`config.mk`:
```
export PLATFORM = sky130hd
export DESIGN_NAME = pt_walker
export DESIGN_NICKNAME = d
export VERILOG_FILES = /design/src/rtl/pt_walker_pkg.sv /design/src/rtl/pt_addr_split.sv /design/src/rtl/pt_entry_check.sv /design/src/rtl/pt_walk_fsm.sv /design/src/rtl/pt_walker.sv
export SDC_FILE = /design/constraint.sdc
export NUM_CORES = 1
export LEC_CHECK = 0
export ABC_CLOCK_PERIOD_IN_PS = 3710
export CORE_MARGIN = 4
export CORE_UTILIZATION = 65
export CTS_BUF_LIST = sky130_fd_sc_hd__clkbuf_8
export DETAILED_ROUTE_END_ITERATION = 7
export DONT_BUFFER_PORTS = 1
export PLACE_DENSITY = 0.81
export SLEW_MARGIN = 20
export SYNTH_ARGS = -nofsm -noshare
export SYNTH_HDL_FRONTEND = slang
export SYNTH_SLANG_ARGS = --single-unit
```
`constraint.sdc`:
```
create_clock -name clk -period 3.71 [get_ports clk]
set_input_delay 0.5565 -clock clk [delete_from_list [all_inputs] [get_ports clk]]
set_output_delay 0.5565 -clock clk [all_outputs]
set_load 0.01 [all_outputs]
```
`src/rtl/pt_walker_pkg.sv`:
```
package pt_walker_pkg;

  typedef enum logic [1:0] {
    ST_IDLE     = 2'd0,
    ST_WAIT_PTE = 2'd1,
    ST_RESPOND  = 2'd2
  } walk_state_e;

  localparam logic [1:0] ACC_READ  = 2'd0;
  localparam logic [1:0] ACC_WRITE = 2'd1;
  localparam logic [1:0] ACC_EXEC  = 2'd2;

  localparam logic [1:0] FLT_NONE = 2'd0;
  localparam logic [1:0] FLT_SEGV = 2'd1;
  localparam logic [1:0] FLT_PROT = 2'd2;

  localparam int ENT_VALID_BIT = 0;
  localparam int ENT_PERM_LSB  = 1;

endpackage

```
`src/rtl/pt_addr_split.sv`:
```
module pt_addr_split #(
  parameter int VA_W      = 32,
  parameter int PAGE_BITS = 12,
  parameter int ADDR_W    = 32,
  parameter int ENT_LOG2  = 2
) (
  input  logic [VA_W-1:0]      va,
  input  logic [ADDR_W-1:0]    base,
  output logic [PAGE_BITS-1:0] offset,
  output logic [ADDR_W-1:0]    entry_addr
);
  localparam int VPN_W = VA_W - PAGE_BITS;

  logic [VPN_W-1:0] vpn;

  always_comb begin
    vpn        = va[VA_W-1:PAGE_BITS];
    offset     = va[PAGE_BITS-1:0];
    entry_addr = base + (ADDR_W'(vpn) << ENT_LOG2);
  end
endmodule

```
`src/rtl/pt_entry_check.sv`:
```
module pt_entry_check
  import pt_walker_pkg::*;
#(
  parameter int PTE_W     = 32,
  parameter int PAGE_BITS = 12
) (
  input  logic [PTE_W-1:0]     pte,
  input  logic [1:0]           acc,
  input  logic [PAGE_BITS-1:0] offset,
  output logic [1:0]           fault,
  output logic [PTE_W-1:0]     pa
);
  localparam int FRAME_W = PTE_W - PAGE_BITS;

  logic [2:0]         perm;
  logic               allowed;
  logic [FRAME_W-1:0] frame;
  logic               unused_meta;

  assign unused_meta = ^pte[PAGE_BITS-1:ENT_PERM_LSB+3];

  always_comb begin
    perm  = pte[ENT_PERM_LSB +: 3];
    frame = pte[PTE_W-1:PAGE_BITS];
    case (acc)
      ACC_READ:  allowed = perm[0];
      ACC_WRITE: allowed = perm[1];
      ACC_EXEC:  allowed = perm[2];
      default:   allowed = 1'b0;
    endcase
    if (!pte[ENT_VALID_BIT]) begin
      fault = FLT_SEGV;
    end else if (!allowed) begin
      fault = FLT_PROT;
    end else begin
      fault = FLT_NONE;
    end
    if (fault == FLT_NONE) begin
      pa = {frame, offset};
    end else begin
      pa = '0;
    end
  end
endmodule

```
`src/rtl/pt_walk_fsm.sv`:
```
module pt_walk_fsm
  import pt_walker_pkg::*;
(
  input  logic        clk,
  input  logic        rst_n,
  input  logic        req_valid,
  input  logic        rsp_valid,
  output walk_state_e state,
  output logic        accept,
  output logic        capture,
  output logic        rd_issue
);
  walk_state_e state_d;

  always_comb begin
    state_d = state;
    accept  = 1'b0;
    capture = 1'b0;
    case (state)
      ST_IDLE: begin
        if (req_valid) begin
          accept  = 1'b1;
          state_d = ST_WAIT_PTE;
        end
      end
      ST_WAIT_PTE: begin
        if (rsp_valid) begin
          capture = 1'b1;
          state_d = ST_RESPOND;
        end
      end
      ST_RESPOND: state_d = ST_IDLE;
      default:    state_d = ST_IDLE;
    endcase
  end

  always_ff @(posedge clk or negedge rst_n) begin
    if (!rst_n) begin
      state    <= ST_IDLE;
      rd_issue <= 1'b0;
    end else begin
      state    <= state_d;
      rd_issue <= accept;
    end
  end
endmodule

```
`src/rtl/pt_walker.sv`:
```
module pt_walker
  import pt_walker_pkg::*;
#(
  parameter int VA_W      = 32,
  parameter int PAGE_BITS = 12,
  parameter int PTE_W     = 32,
  parameter int ENT_LOG2  = 2
) (
  input  logic             clk,
  input  logic             rst_n,
  input  logic             req_valid,
  input  logic [VA_W-1:0]  req_va,
  input  logic [1:0]       req_acc,
  output logic             busy,
  input  logic             base_we,
  input  logic [PTE_W-1:0] base_wdata,
  output logic             mem_rd_en,
  output logic [PTE_W-1:0] mem_rd_addr,
  input  logic             mem_rsp_valid,
  input  logic [PTE_W-1:0] mem_rsp_data,
  output logic             done,
  output logic [1:0]       fault,
  output logic [PTE_W-1:0] pa
);
  localparam int ADDR_W = PTE_W;

  walk_state_e          state;
  logic                 accept;
  logic                 capture;
  logic                 rd_issue;
  logic                 idle;

  logic [ADDR_W-1:0]    base_q;
  logic [ADDR_W-1:0]    addr_q;
  logic [PAGE_BITS-1:0] offset_q;
  logic [1:0]           acc_q;
  logic [1:0]           fault_q;
  logic [ADDR_W-1:0]    pa_q;

  logic [PAGE_BITS-1:0] offset_d;
  logic [ADDR_W-1:0]    entry_addr_d;
  logic [1:0]           fault_d;
  logic [ADDR_W-1:0]    pa_d;

  logic base_en;
  logic req_en;
  logic res_en;

  pt_walk_fsm u_fsm (
    .clk       (clk),
    .rst_n     (rst_n),
    .req_valid (req_valid),
    .rsp_valid (mem_rsp_valid),
    .state     (state),
    .accept    (accept),
    .capture   (capture),
    .rd_issue  (rd_issue)
  );

  pt_addr_split #(
    .VA_W      (VA_W),
    .PAGE_BITS (PAGE_BITS),
    .ADDR_W    (ADDR_W),
    .ENT_LOG2  (ENT_LOG2)
  ) u_split (
    .va         (req_va),
    .base       (base_q),
    .offset     (offset_d),
    .entry_addr (entry_addr_d)
  );

  pt_entry_check #(
    .PTE_W     (PTE_W),
    .PAGE_BITS (PAGE_BITS)
  ) u_check (
    .pte    (mem_rsp_data),
    .acc    (acc_q),
    .offset (offset_q),
    .fault  (fault_d),
    .pa     (pa_d)
  );

  assign idle    = (state == ST_IDLE);
  assign base_en = base_we && idle;
  assign req_en  = accept;
  assign res_en  = capture;

  always_ff @(posedge clk or negedge rst_n) begin
    if (!rst_n) begin
      base_q <= '0;
    end else if (base_en) begin
      base_q <= base_wdata;
    end
  end

  always_ff @(posedge clk or negedge rst_n) begin
    if (!rst_n) begin
      addr_q   <= '0;
      offset_q <= '0;
      acc_q    <= ACC_READ;
    end else if (req_en) begin
      addr_q   <= entry_addr_d;
      offset_q <= offset_d;
      acc_q    <= req_acc;
    end
  end

  always_ff @(posedge clk or negedge rst_n) begin
    if (!rst_n) begin
      fault_q <= FLT_NONE;
      pa_q    <= '0;
    end else if (res_en) begin
      fault_q <= fault_d;
      pa_q    <= pa_d;
    end
  end

  assign busy        = !idle;
  assign mem_rd_en   = rd_issue;
  assign mem_rd_addr = addr_q;
  assign done        = (state == ST_RESPOND);
  assign fault       = fault_q;
  assign pa          = pa_q;
endmodule

```
==> results.sh <==
export IMPL_dp_hpwl_um=8770
export IMPL_r2r_start="base_q[2]"
export IMPL_gp_congestion=0.830
export IMPL_final_area_um2=6010
export IMPL_overflow=0
export IMPL_rsz0062_at_grt="no"
export IMPL_start_util_pct=67.3
export IMPL_ioPinCount=172
export IMPL_seq_area_frac_synth_pct=51.8
export IMPL_die_area_um2=10100
export IMPL_power_density_nw_per_um2=741
export IMPL_yosys_area_top_type="dfrtp_1"
export IMPL_swShare_pct=36.7
export IMPL_drv_cap=0
export IMPL_tightest_slew_ns=0.862
export IMPL_crit_path_start_kind="flip-flop"
export IMPL_row_count=33
export IMPL_drc=0
export IMPL_cts_root_buf="clkbuf_8"
export IMPL_end_kind="flip-flop"
export IMPL_fin_crit_sh_pct=73.9
export IMPL_antenna_left=0
export IMPL_power_switching_mw=1.64
export IMPL_firstDrtPassIters=4
export IMPL_cpLargestDelayFamily="compound AO/OA/AOI/OAI gates"
export IMPL_status="complete, no violations"
export IMPL_wl_per_cell_um=19.6
export IMPL_synth_ff_type="dfrtp_1"
export IMPL_syn_cell_area_um2=5560
export IMPL_fin_crit_ns=2.74
export IMPL_grtUsageTotal_pct=25.0
export IMPL_slowest_stage="or4_1"
export IMPL_p_int_mw=2.82
export IMPL_synth_area_leaders="dfrtp_1 (52%), nand2_1 (7.2%), mux2_2 (6.3%), a22o_1 (5.0%), ha_1 (4.5%)"
export IMPL_critPathMaxFanout=5
export IMPL_synth_cells=536
export IMPL_finalWirelength_um=12600
export IMPL_worstSetupPathType="flip-flop to flip-flop"
export IMPL_dieHeight_um=100
export IMPL_post_cts_setup_buffers=0
export IMPL_vdd_drop_max_uv=454
export IMPL_ff2ff_setup_slack_ns=0.97
export IMPL_syn_to_final_growth_pct=8.15
export IMPL_viasPerCell=6.29
export IMPL_grt_max_degree=116
export IMPL_htree_levels=4
export IMPL_drive_gt1_share_pct=14.0
export IMPL_antenna_found_initial=0
export IMPL_skew_ns=0.0163
export IMPL_max_freq_ghz=0.365
export IMPL_grt_first_pass_wirelength_um=19700
export IMPL_io_buffer_count=0
export IMPL_vias=4066
export IMPL_synth_cell_types=54
export IMPL_numCtsBuffers=17
export IMPL_synth_avg_cell_area_um2=10.4
export IMPL_cts_tree="done"
export IMPL_crit_buf_inv=1
export IMPL_pwr_share_seq_pct=45.8
export IMPL_fin_nets=652
export IMPL_slew_limit_headroom_pct=42.5
export IMPL_core_um2=8260
export IMPL_cts_repair_resized=0
export IMPL_final_setup_tns_ns=0
export IMPL_p_clk_share_pct=27.1
export IMPL_comb_power_share_pct=27.1
export IMPL_synth_commonest_cells="dfrtp_1 (115), nand2_1 (107), o21ai_0 (39)"
export IMPL_hold_violations=0
export IMPL_slew_violations=0
export IMPL_p_leak_nw=2.76
export IMPL_crit_path_max_incr_delay_ns=0.50
export IMPL_yosysMostFrequentCell="dfrtp_1"
export IMPL_synth_warnings=0
export IMPL_clock_path_buffers=2
export IMPL_required_ns=4.05
export IMPL_clk_pin_slew_ns=0.08
export IMPL_crit_chain="ha_1 > inv_1 > fa_1 > nand2b_1 > a21oi_1 > o21ai_1 > a21oi_4 > a41oi_4 > or4_1 > nand3_1"
export IMPL_grt_pass1_vias=3992
export IMPL_clk_latency_ns=0.42
export IMPL_clkSinkCount=115
export IMPL_setup_viol=0
export IMPL_antennaDiodeCount=0
export IMPL_synth_top_area_share_pct=51.8
export IMPL_worst_r2r_cell_count=10
export IMPL_syn_num_nets=660
export IMPL_cp_startpoint="base_q[2]"
export IMPL_drt_iter0_markers=167
export IMPL_arrival_ns=3.08
export IMPL_ys_ff_latch=115
export IMPL_hp_class="input pin to asynchronous set/reset pin"
export IMPL_synth_edf_count=0
export IMPL_die_width_um=100
export IMPL_rr_endpoint="mem_rd_addr[30]"
export IMPL_place_area_um2=5570
export IMPL_final_cells=646
export IMPL_synthArstFlopShare_pct=100
export IMPL_dp_cells=613
## power by group through the flow
stage	sequential (mW)	clock [mW]	combinational (mW)
2_1_floorplan	1.95	0	0.997
3_3_place_gp	2.05	0	1.11
3_5_place_dp	2.07	0	1.16
4_1_cts	2.05	1.22	1.21
5_1_grt	2.08	1.29	1.36
6_report	2.04	1.21	1.21
## what timing repair did
item,in CTS,in global routing
endpoints found under the hold margin,115,0
setup endpoints to repair,0,0
hold buffers,1,0
## stage by stage
stage	hold slack [ns]	util, %	worst slack [ns]	total power, mW
detailed placement	0.263	67.4	0.822	3.23
global placement	0.263	67.4	0.860	3.16
global route	0.102	72.8	0.762	4.73
CTS	0.105	72.8	0.993	4.47
finish	0.0842	72.8	0.970	4.46
floorplan	0.261	-	1.14	2.94
## kinds of logic after synthesis
kind of cell    after synthesis  synth area share, %
compound gates              133                 16.2
xor+xnor                     21                 3.31
buf+inv                      39                 3.13
mux                          35                 7.00
fa+ha+maj                    21                 4.86
simple gates                172                 13.7
flops                       115                 51.8
## registers in the layout, summed over array words and instances (netlist names)
| signal | cells |
|---|---|
| base_q | 32 |
| mem_rd_addr | 32 |
| pa | 32 |
| offset_q | 12 |
| acc_q | 2 |
| fault | 2 |
| u_fsm.state | 2 |
| u_fsm.rd_issue | 1 |
## placed cells by master (no fill, tap or decap), types with 3 or more instances in the layout
cell,instances
a21oi_1,26
a22o_1,32
a31oi_1,4
and3_1,4
bufinv_16,3
clkbuf_8,17
clkinv_4,5
clkinvlp_4,3
dfrtp_1,115
ha_1,20
inv_1,9
mux2_2,31
mux2i_1,4
nand2_1,107
nand2b_1,4
nand3_1,7
nand3b_1,4
nand4_1,6
nor2_1,18
nor2b_1,4
nor3_1,6
o211ai_1,4
o21ai_0,39
o21ai_1,4
xnor2_1,8
xor2_1,13
## routing by layer
layer / vias to the layer above / wire length (µm) / global-route usage (%)
li1: 1874 / - / -
met1: 1998 / 4940 / 30.8
met2: 167 / 6370 / 41.5
met3: 27 / 1040 / 8.51
met4: 0 / 283 / 8.29
met5: - / 0 / 0
## worst max path at each step
stage / end / cells after the start
floorplan: mem_rd_addr[30] / 10
global placement: mem_rd_addr[30] / 10
detailed placement: mem_rd_addr[30] / 10
CTS: mem_rd_addr[30] / 10
global route: mem_rd_addr[30] / 10
finish: mem_rd_addr[30] / 10
## final cells by class
type / instances / area (µm²)
inverters: 9 / 33.8
repair buffers: 3 / 42.5
well taps: 105 / 131
clock inverters: 15 / 183
multi-input cells: 382 / 2510
clock buffers: 17 / 234
flip-flops and latches: 115 / 2880
fillers: 574 / 2240
(Power assumes the default switching activity.)
